==> src/rtl/dtg_pkg.sv <==
package dtg_pkg;

    localparam int CW  = 12;   // length field width
    localparam int DW  = 16;   // write data width
    localparam int AW  = 4;    // write address width
    localparam int PW  = 3;    // polarity field width
    localparam int LW  = 6;    // low-power permission field width

    // low-power permission bit positions
    localparam int LP_VSYNC = 0;
    localparam int LP_VBACK = 1;
    localparam int LP_VFRNT = 2;
    localparam int LP_VACT  = 3;
    localparam int LP_HFRNT = 4;
    localparam int LP_CMD   = 5;

    typedef enum logic [1:0] {
        RG_SYNC   = 2'd0,
        RG_BACK   = 2'd1,
        RG_ACTIVE = 2'd2,
        RG_FRONT  = 2'd3
    } region_t;

    typedef struct packed {
        logic [CW-1:0] h_sync;
        logic [CW-1:0] h_back;
        logic [CW-1:0] h_act;
        logic [CW-1:0] h_total;
        logic [CW-1:0] v_sync;
        logic [CW-1:0] v_back;
        logic [CW-1:0] v_act;
        logic [CW-1:0] v_front;
        logic [PW-1:0] pol;
        logic [LW-1:0] lp;
        logic [1:0]    color;
        logic [DW-1:0] pkt;
    } dtg_cfg_t;

    function automatic logic [4:0] depth_bits(input logic [1:0] code);
        logic [4:0] r;
        unique case (code)
            2'd0:    r = 5'd16;
            2'd2:    r = 5'd30;
            default: r = 5'd24;
        endcase
        return r;
    endfunction

endpackage

==> src/rtl/dtg_regs.sv <==
module dtg_regs
    import dtg_pkg::*;
(
    input  logic          clk,
    input  logic          rst_n,
    input  logic          wr_en,
    input  logic [AW-1:0] wr_addr,
    input  logic [DW-1:0] wr_data,
    input  logic          load,
    output dtg_cfg_t      active
);

    localparam dtg_cfg_t CFG_RST = '{
        h_sync:  CW'(2), h_back: CW'(2), h_act: CW'(8), h_total: CW'(16),
        v_sync:  CW'(1), v_back: CW'(1), v_act: CW'(4), v_front: CW'(1),
        pol:     '0,     lp:     '0,     color: 2'd1,   pkt:     DW'(1200)
    };

    dtg_cfg_t shadow;

    always_ff @(posedge clk or negedge rst_n) begin
        if (!rst_n) begin
            shadow <= CFG_RST;
        end else if (wr_en) begin
            case (wr_addr)
                AW'(0):  shadow.h_sync  <= wr_data[CW-1:0];
                AW'(1):  shadow.h_back  <= wr_data[CW-1:0];
                AW'(2):  shadow.h_act   <= wr_data[CW-1:0];
                AW'(3):  shadow.h_total <= wr_data[CW-1:0];
                AW'(4):  shadow.v_sync  <= wr_data[CW-1:0];
                AW'(5):  shadow.v_back  <= wr_data[CW-1:0];
                AW'(6):  shadow.v_act   <= wr_data[CW-1:0];
                AW'(7):  shadow.v_front <= wr_data[CW-1:0];
                AW'(8):  shadow.pol     <= wr_data[PW-1:0];
                AW'(9):  shadow.lp      <= wr_data[LW-1:0];
                AW'(10): shadow.color   <= wr_data[1:0];
                AW'(11): shadow.pkt     <= wr_data;
                default: ;
            endcase
        end
    end

    always_ff @(posedge clk or negedge rst_n) begin
        if (!rst_n)    active <= CFG_RST;
        else if (load) active <= shadow;
    end

endmodule

==> src/rtl/dtg_region_seq.sv <==
module dtg_region_seq
    import dtg_pkg::*;
(
    input  logic          clk,
    input  logic          rst_n,
    input  logic          run,
    input  logic          step,
    input  logic [CW-1:0] len_sync,
    input  logic [CW-1:0] len_back,
    input  logic [CW-1:0] len_active,
    input  logic [CW-1:0] len_total,
    output region_t       region,
    output logic          wrap
);

    localparam logic [CW-1:0] ONE = CW'(1);

    logic [CW-1:0] pos, pos_nx;
    logic [CW-1:0] edge_back, edge_act, edge_front;
    region_t       region_nx;

    always_comb begin
        edge_back  = len_sync;
        edge_act   = len_sync + len_back;
        edge_front = edge_act + len_active;
        pos_nx     = pos + ONE;
        wrap       = run && step && (pos == len_total - ONE);
    end

    always_comb begin
        region_nx = region;
        unique case (region)
            RG_SYNC:   if (pos_nx == edge_back)  region_nx = RG_BACK;
            RG_BACK:   if (pos_nx == edge_act)   region_nx = RG_ACTIVE;
            RG_ACTIVE: if (pos_nx == edge_front) region_nx = RG_FRONT;
            RG_FRONT:  region_nx = RG_FRONT;
        endcase
    end

    always_ff @(posedge clk or negedge rst_n) begin
        if (!rst_n) begin
            region <= RG_SYNC;
            pos    <= '0;
        end else if (!run) begin
            region <= RG_SYNC;
            pos    <= '0;
        end else if (wrap) begin
            region <= RG_SYNC;
            pos    <= '0;
        end else if (step) begin
            region <= region_nx;
            pos    <= pos_nx;
        end
    end

endmodule

==> src/rtl/dtg_timing_gen.sv <==
module dtg_timing_gen
    import dtg_pkg::*;
(
    input  logic          clk,
    input  logic          rst_n,
    input  logic          en,
    input  logic          wr_en,
    input  logic [AW-1:0] wr_addr,
    input  logic [DW-1:0] wr_data,
    output logic          hsync,
    output logic          vsync,
    output logic          de,
    output logic          hblank,
    output logic          vblank,
    output logic          lp_ok,
    output logic          cmd_lp_ok,
    output logic [4:0]    color_bits,
    output logic [DW-1:0] pkt_pixels
);

    dtg_cfg_t      cfg;
    region_t       hreg, vreg;
    logic          line_end, frame_end;
    logic [CW-1:0] v_total;
    logic          lp_raw;

    assign v_total = cfg.v_sync + cfg.v_back + cfg.v_act + cfg.v_front;

    dtg_regs u_regs (
        .clk     (clk),
        .rst_n   (rst_n),
        .wr_en   (wr_en),
        .wr_addr (wr_addr),
        .wr_data (wr_data),
        .load    (!en || frame_end),
        .active  (cfg)
    );

    dtg_region_seq u_hseq (
        .clk        (clk),
        .rst_n      (rst_n),
        .run        (en),
        .step       (1'b1),
        .len_sync   (cfg.h_sync),
        .len_back   (cfg.h_back),
        .len_active (cfg.h_act),
        .len_total  (cfg.h_total),
        .region     (hreg),
        .wrap       (line_end)
    );

    dtg_region_seq u_vseq (
        .clk        (clk),
        .rst_n      (rst_n),
        .run        (en),
        .step       (line_end),
        .len_sync   (cfg.v_sync),
        .len_back   (cfg.v_back),
        .len_active (cfg.v_act),
        .len_total  (v_total),
        .region     (vreg),
        .wrap       (frame_end)
    );

    always_comb begin
        lp_raw = 1'b0;
        unique case (vreg)
            RG_SYNC:   lp_raw = cfg.lp[LP_VSYNC];
            RG_BACK:   lp_raw = cfg.lp[LP_VBACK];
            RG_FRONT:  lp_raw = cfg.lp[LP_VFRNT];
            RG_ACTIVE: begin
                if (hreg == RG_FRONT)       lp_raw = cfg.lp[LP_HFRNT];
                else if (hreg != RG_ACTIVE) lp_raw = cfg.lp[LP_VACT];
            end
        endcase
        hsync      = (en && hreg == RG_SYNC) ^ cfg.pol[0];
        vsync      = (en && vreg == RG_SYNC) ^ cfg.pol[1];
        de         = (en && hreg == RG_ACTIVE && vreg == RG_ACTIVE) ^ cfg.pol[2];
        hblank     = en && hreg != RG_ACTIVE;
        vblank     = en && vreg != RG_ACTIVE;
        lp_ok      = en && lp_raw;
        cmd_lp_ok  = en && lp_raw && cfg.lp[LP_CMD];
        color_bits = depth_bits(cfg.color);
        pkt_pixels = cfg.pkt;
    end

endmodule

==> config.mk <==
export PLATFORM = sky130hd
export DESIGN_NAME = dtg_timing_gen
export DESIGN_NICKNAME = d
export VERILOG_FILES = /design/src/rtl/dtg_pkg.sv /design/src/rtl/dtg_regs.sv /design/src/rtl/dtg_region_seq.sv /design/src/rtl/dtg_timing_gen.sv
export SDC_FILE = /design/constraint.sdc
export NUM_CORES = 1
export LEC_CHECK = 0
export ABC_AREA = 1
export CORE_MARGIN = 2
export CORE_UTILIZATION = 55
export CTS_BUF_LIST = sky130_fd_sc_hd__clkbuf_8
export DETAILED_ROUTE_END_ITERATION = 10
export GPL_TIMING_DRIVEN = 0
export PLACE_DENSITY = 0.85
export SYNTH_ARGS = -nofsm -noshare
export SYNTH_HDL_FRONTEND = slang
export SYNTH_SLANG_ARGS = --single-unit
==> constraint.sdc <==
create_clock -name clk -period 6.6 [get_ports clk]
set_input_delay 0.99 -clock clk [delete_from_list [all_inputs] [get_ports clk]]
set_output_delay 0.99 -clock clk [all_outputs]
set_load 0.03 [all_outputs]
[Word level (Yosys, flattened, before mapping)]
Index checks and enable logic that the tools add are counted.
Storage, ports and cells
  bits in registers: 274
  input bits: 24
  output and inout bits: 28
  logic and storage cells: 128
Cells by class
  $add $sub $neg: 9
  eq/ne operators: 35
  mux-type cells: 22
  bitwise logic cells: 3
  reductions and logical operators: 31
Operator list (count)
  12-bit equality test: 8
  12-bit adder: 5
  12-bit 2-to-1 mux: 5
  12-bit by 1-bit adder with 12-bit output (second input constant): 2
  2-bit AND reduction: 12
  12-bit by 1-bit subtractor with 12-bit output (second input constant): 2
  2-bit 2-to-1 mux: 11
  4-bit by 3-bit equality test with 1-bit output (second input constant): 4
  4-bit equality test (second input constant): 4
  2-bit one-hot mux with 4 select lines: 2
  4-bit by 2-bit inequality test with 1-bit output (second input constant): 3
  4-bit by 3-bit inequality test with 1-bit output (second input constant): 3
  1-bit logical AND: 11
  2-bit equality test (second input constant): 5
  4-bit by 2-bit equality test with 1-bit output (second input constant): 2
  4-bit one-hot mux with 2 select lines: 1
  2-bit zero test: 3
  2-bit by 1-bit equality test with 1-bit output (second input constant): 2
  4-bit by 1-bit equality test with 1-bit output (second input constant): 1
  4-bit zero test: 1
  2-bit inequality test (second input constant): 2
  1-bit one-hot mux with 4 select lines: 1
  4-bit AND reduction: 1
  3-bit by 1-bit inequality test with 1-bit output (second input constant): 1
  other kinds (5): 8

[Longest topological paths before layout]
  word-level depth: 8
  mapped depth: 38
  depth with buffers taken out: 36

[Modules after synthesis]
A second synthesis with hierarchy kept.
Second synthesis, totals
  cells, all modules: 2297
  area, all modules: 17748.3 um2
By module, submodules not included
  dtg_regs: instances 1, cells each 866, area each 9545.4 um2, seq. area each 6188.4 um2
  dtg_region_seq (u_hseq): instances 1, cells each 584, area each 3379.5 um2, seq. area each 350.3 um2
  dtg_region_seq (u_vseq): instances 1, cells each 605, area each 3305.7 um2, seq. area each 350.3 um2
  dtg_timing_gen: instances 1, cells each 242, area each 1517.7 um2, seq. area each 0.0 um2

[Worst setup path after synthesis]
Ideal clock, no wire load.
  path type: register to register
  start point: reg u_regs.active[63] (netlist name)
  end point: reg u_regs.active[24] (netlist name)
  arrival time: 4.701 ns
  slack: 1.781 ns
  stages on the path, launching flop included: 37
  cells stage by stage: dfstp_2 ha_1 inv_1 fa_1 inv_1 nand3_1 nand2_1 xor2_1 ha_1 a21oi_2 nor2_1 nor2_1 nand2_1 nand2_1 nand2_1 ha_1 inv_1 ha_1 nand2_1 inv_1 a21oi_1 nand2_1 nand2_1 nand2_1 a21oi_1 inv_1 nand2_1 nand2_1 nand3b_1 nand2_1 nor2_4 nor2_8 inv_4 buf_12 buf_6 nand2_2 o21ai_2
Between the ends
  cells in the longest elaborated chain, start to end: 7
RTL lines
  from (decl): RTL line dtg_regs.sv:10  | output dtg_cfg_t active
  from (signal assigned): RTL line dtg_regs.sv:45  | else if (load) active <= shadow;
  12-bit adder (3 in a row): RTL line dtg_timing_gen.sv:27  | assign v_total = cfg.v_sync + cfg.v_back + cfg.v_act + cfg.v_front;
  12-bit by 1-bit subtractor with 12-bit output: RTL line dtg_region_seq.sv:27  | wrap = run && step && (pos == len_total - ONE);
  12-bit equality test: RTL line dtg_region_seq.sv:27
  1-bit logical AND: RTL line dtg_region_seq.sv:27
  1-bit logical OR: RTL line dtg_timing_gen.sv:35  | .load (!en || frame_end),
Every way passes these cells.
A chain may end at the register's enable or synchronous reset.

[Worst setup path after layout]
  start point: reg u_regs.active[51] (netlist name)
  end point: reg u_regs.active[80] (netlist name)
Same word-level chain as after synthesis.

==> impl_metrics.toml <==
[drt]
drt-pass1-iter-count = 6
route.detailed.wl_per_inst_um = 17.0
route.vias.total = 14300
route.detailed.vias_per_inst = 5.50
routed-wl-met2_um = 19300
route.antenna.remaining_nets = 0
drc_errors = 0
routed-wl-met3_um = 4540
iteration_0_drc_count_of_the_detailed_router = 1273
finalWirelength_um = 44100
maxUsedRoutingLayer = "met4"
wirelength_met1_um = 18500

[timing]
timing_max_transition_violations_final = 0
worstMarginPinSlew_ps = 1070
finalSetupViolCount = 0
period_needed_ps = 6110
timing_hold_violations_final = 0
hold_slack_ps = 388
slew_headroom = 0.281
finalClockSkew_ps = 33.4
final_critical_path_setup_slack_ps = 494
maxClockFrequency_mhz = 164
rsz_0062_raised_after_global_routing = "no"
min_period_over_period = 0.925

[finish]
layout_net_count = 2280
multi_input_gate_area_mm2 = 0.00769
ff_latch_area_mm2 = 0.00689
final_layout_size_suffix_gt1_frac = 0.100
instances_no_fill = 2599
area_growth_syn_to_layout_pct = 11.7
n_fill_cell = 2437
antennaDiodeCount = 0

[logic_synthesis]
synth_top_family_by_area = "simple AND/OR/NAND/NOR gates"
synth_cells = 2087
netlist.area_leader.share = 0.389
most_frequent_cell_after_synthesis = "sky130_fd_sc_hd__nand2_1"
netlist-cell-type-count = 48
synthFlopType = "sky130_fd_sc_hd__dfrtp_1"
yosysTopAreaCell = "sky130_fd_sc_hd__dfrtp_1"
synth.avg_cell_area_um2 = 7.65
xor_xnor_share_of_the_synthesized_area = 0.0421
synthMuxAreaShare = 0.00282
synth_seq_cells = 274
yosys_synthesis_warning_count = 0
synthAdderAreaFrac = 0.0596
synth.net_count = 2184
cell_types_with_the_largest_area_share_after_synthesis = "sky130_fd_sc_hd__dfrtp_1 39%, sky130_fd_sc_hd__nand2_1 17%, sky130_fd_sc_hd__ha_1 5.3%"
synth_compound_area_frac = 0.0937
synth-seq-area-share = 0.432
mappedNetlistArea_mm2 = 0.0160
synthTopCellsByCount = "741 x sky130_fd_sc_hd__nand2_1, 248 x sky130_fd_sc_hd__dfrtp_1, 223 x sky130_fd_sc_hd__inv_1, 136 x sky130_fd_sc_hd__nand3_1, 132 x sky130_fd_sc_hd__o21ai_0"
synth_edf_count = 0
asr_flop_ratio_synth = 1.00
yosys.area_share.simple = 0.283

[setup_path]
cp-start-kind = "flip-flop"
rr_endpoint = "u_regs.active[80]"
reg2regPathDepth = 34
r2r_start = "u_regs.active[51]"
cp_data_arrival_time_ps = 6600
setup.worst_path.end_class = "flip-flop"
critical-path-slowest-cell = "sky130_fd_sc_hd__dfstp_2"
slowest_delay_ps = 580
critical-path-top-cell-by-count = "sky130_fd_sc_hd__nand2_1"
criticalPathCategory = "flip-flop to flip-flop"
crit_fanout = 10
worst-endpoint-required_ps = 7090
regToRegSetupSlack_ps = 490

[clock_tree]
clock_tree_from_tritoncts = "done"
cts_hold_buf = 0
clk_pin_slew_ps = 60
clock_path_buffers = 3
clock_latency_on_the_worst_skew_pair_ps = 590
post_cts_resized = 0
number_of_setup_buffers_added_after_cts = 0
cts_htree_levels = 2
tritoncts_num_sinks = 274
cts-buffers-inserted = 43
clock-root-buffer = "sky130_fd_sc_hd__clkbuf_8"

[grt]
global_route.overflow_total = 0
antenna_found_initial = 2
global_route_wire_length_before_repair_um = 71400
grt.total_usage = 0.296
via_count_of_the_first_global_routing_pass = 14000
largest_net_degree_at_the_start_of_global_routing = 130

[place]
port_buf_inserts = 49
place.detailed.instances = 2522
hpwlAfterDp_um = 32900
place_ws_ps = 686
routabilityCongestion = 0.948

[power]
total_leakage_power_nw = 9.23
max-vdd-ir-drop_uv = 245
power_per_cell_area_mw_per_mm2 = 393

[status]
outcome = "completed"

[floorplanning]
core_mm2 = 0.0286
starting_utilization_of_the_core_area = 0.558
pin_count = 52
chipWidth_um = 174
die_area_mm2 = 0.0304
row_count = 62
floorplan.die.height_um = 174

[flow_run]
cap_viol_max_count = 0

[worst_hold_path]
hold_path_class = "primary input to async pin"
-- final cells by class --
type,instances,area share
multi-input cells,1506,0.431
plain buffers,78,0.0293
clock inverters,27,0.00863
well taps,384,0.0269
clock buffers,50,0.0386
inverters,229,0.0483
flip-flops and latches,274,0.386
repair buffers,51,0.0309
-- registers in the layout (all words and copies together) (netlist names) --
name	count
u_regs.active	123
u_regs.shadow	123
u_hseq.pos	12
u_vseq.pos	12
u_hseq.region	2
u_vseq.region	2
-- layer usage --
layer | up-vias | global-route usage
met5 | - | 0
met2 | 618 | 0.456
met4 | 0 | 0.124
met3 | 116 | 0.0783
li1 | 6809 | -
met1 | 6755 | 0.397
-- cells in the final DEF, fill, tap and decap left out, types with 13 or more instances in the layout --
| cell | instances |
|---|---|
| sky130_fd_sc_hd__nand2_2 | 18 |
| sky130_fd_sc_hd__xor2_1 | 48 |
| sky130_fd_sc_hd__o21ai_1 | 13 |
| sky130_fd_sc_hd__xnor2_1 | 26 |
| sky130_fd_sc_hd__nor2_1 | 127 |
| sky130_fd_sc_hd__nand3_1 | 136 |
| sky130_fd_sc_hd__dfstp_2 | 26 |
| sky130_fd_sc_hd__nor3_1 | 15 |
| sky130_fd_sc_hd__nand4_1 | 29 |
| sky130_fd_sc_hd__clkdlybuf4s50_1 | 48 |
| sky130_fd_sc_hd__ha_1 | 68 |
| sky130_fd_sc_hd__nand2_1 | 741 |
| sky130_fd_sc_hd__dfrtp_1 | 248 |
| sky130_fd_sc_hd__o21ai_2 | 42 |
| sky130_fd_sc_hd__buf_4 | 19 |
| sky130_fd_sc_hd__clkbuf_1 | 26 |
| sky130_fd_sc_hd__a21oi_1 | 54 |
| sky130_fd_sc_hd__inv_1 | 237 |
| sky130_fd_sc_hd__o21ai_0 | 132 |
| sky130_fd_sc_hd__clkbuf_8 | 50 |
| sky130_fd_sc_hd__buf_6 | 16 |
-- critical path: cells and delay by family, from the launching register on --
family / cells / cell delay (ps)
and+or+nand+nor: 19 / 1940
adders and majority gates: 5 / 1730
buffers and inverters: 6 / 940
AOI/OAI and AO/OA: 3 / 630
DFF: 1 / 580
xor gates and xnor gates: 1 / 210
-- worst max path at each step --
stage / to / start
global route: u_regs.active[97] / u_regs.active[51]
CTS: u_regs.active[80] / u_regs.active[51]
detailed placement: u_regs.active[96] / u_regs.active[51]
global placement: u_regs.active[47] / rst_n
floorplan: u_regs.active[24] / u_regs.active[63]
finish: u_regs.active[80] / u_regs.active[51]
-- logic make-up (layout without fill, tap and decap cells) --
logic type,after synthesis,count (layout)
AND/OR/NAND/NOR,1093,1093
other,2,2
adder cells (fa/ha/maj),73,73
buffers and inverters,307,435
flip-flops,274,274
XOR/XNOR,75,75
multiplexers,4,4
AO/OA/AOI/OAI,259,259
-- power by group --
| part | total, W | internal [W] | switching (W) |
|---|---|---|---|
| combinational | 0.00332 | 0.00129 | 0.00203 |
| clock | 0.00144 | 0.000734 | 0.000706 |
| sequential | 0.00225 | 0.00201 | 0.000240 |
-- per-stage QoR --
stage          TNS [ps]  power [W]   util  area [um^2]
5_1_grt               0    0.00756  0.623        17800
3_5_place_dp          0    0.00552  0.594        17000
3_3_place_gp   -1777470    0.00540  0.591        16900
2_1_floorplan         0    0.00473      -        16000
4_1_cts               0    0.00697  0.623        17800
6_report              0    0.00701  0.623        17800
Power figures use the tool's default switching activity.
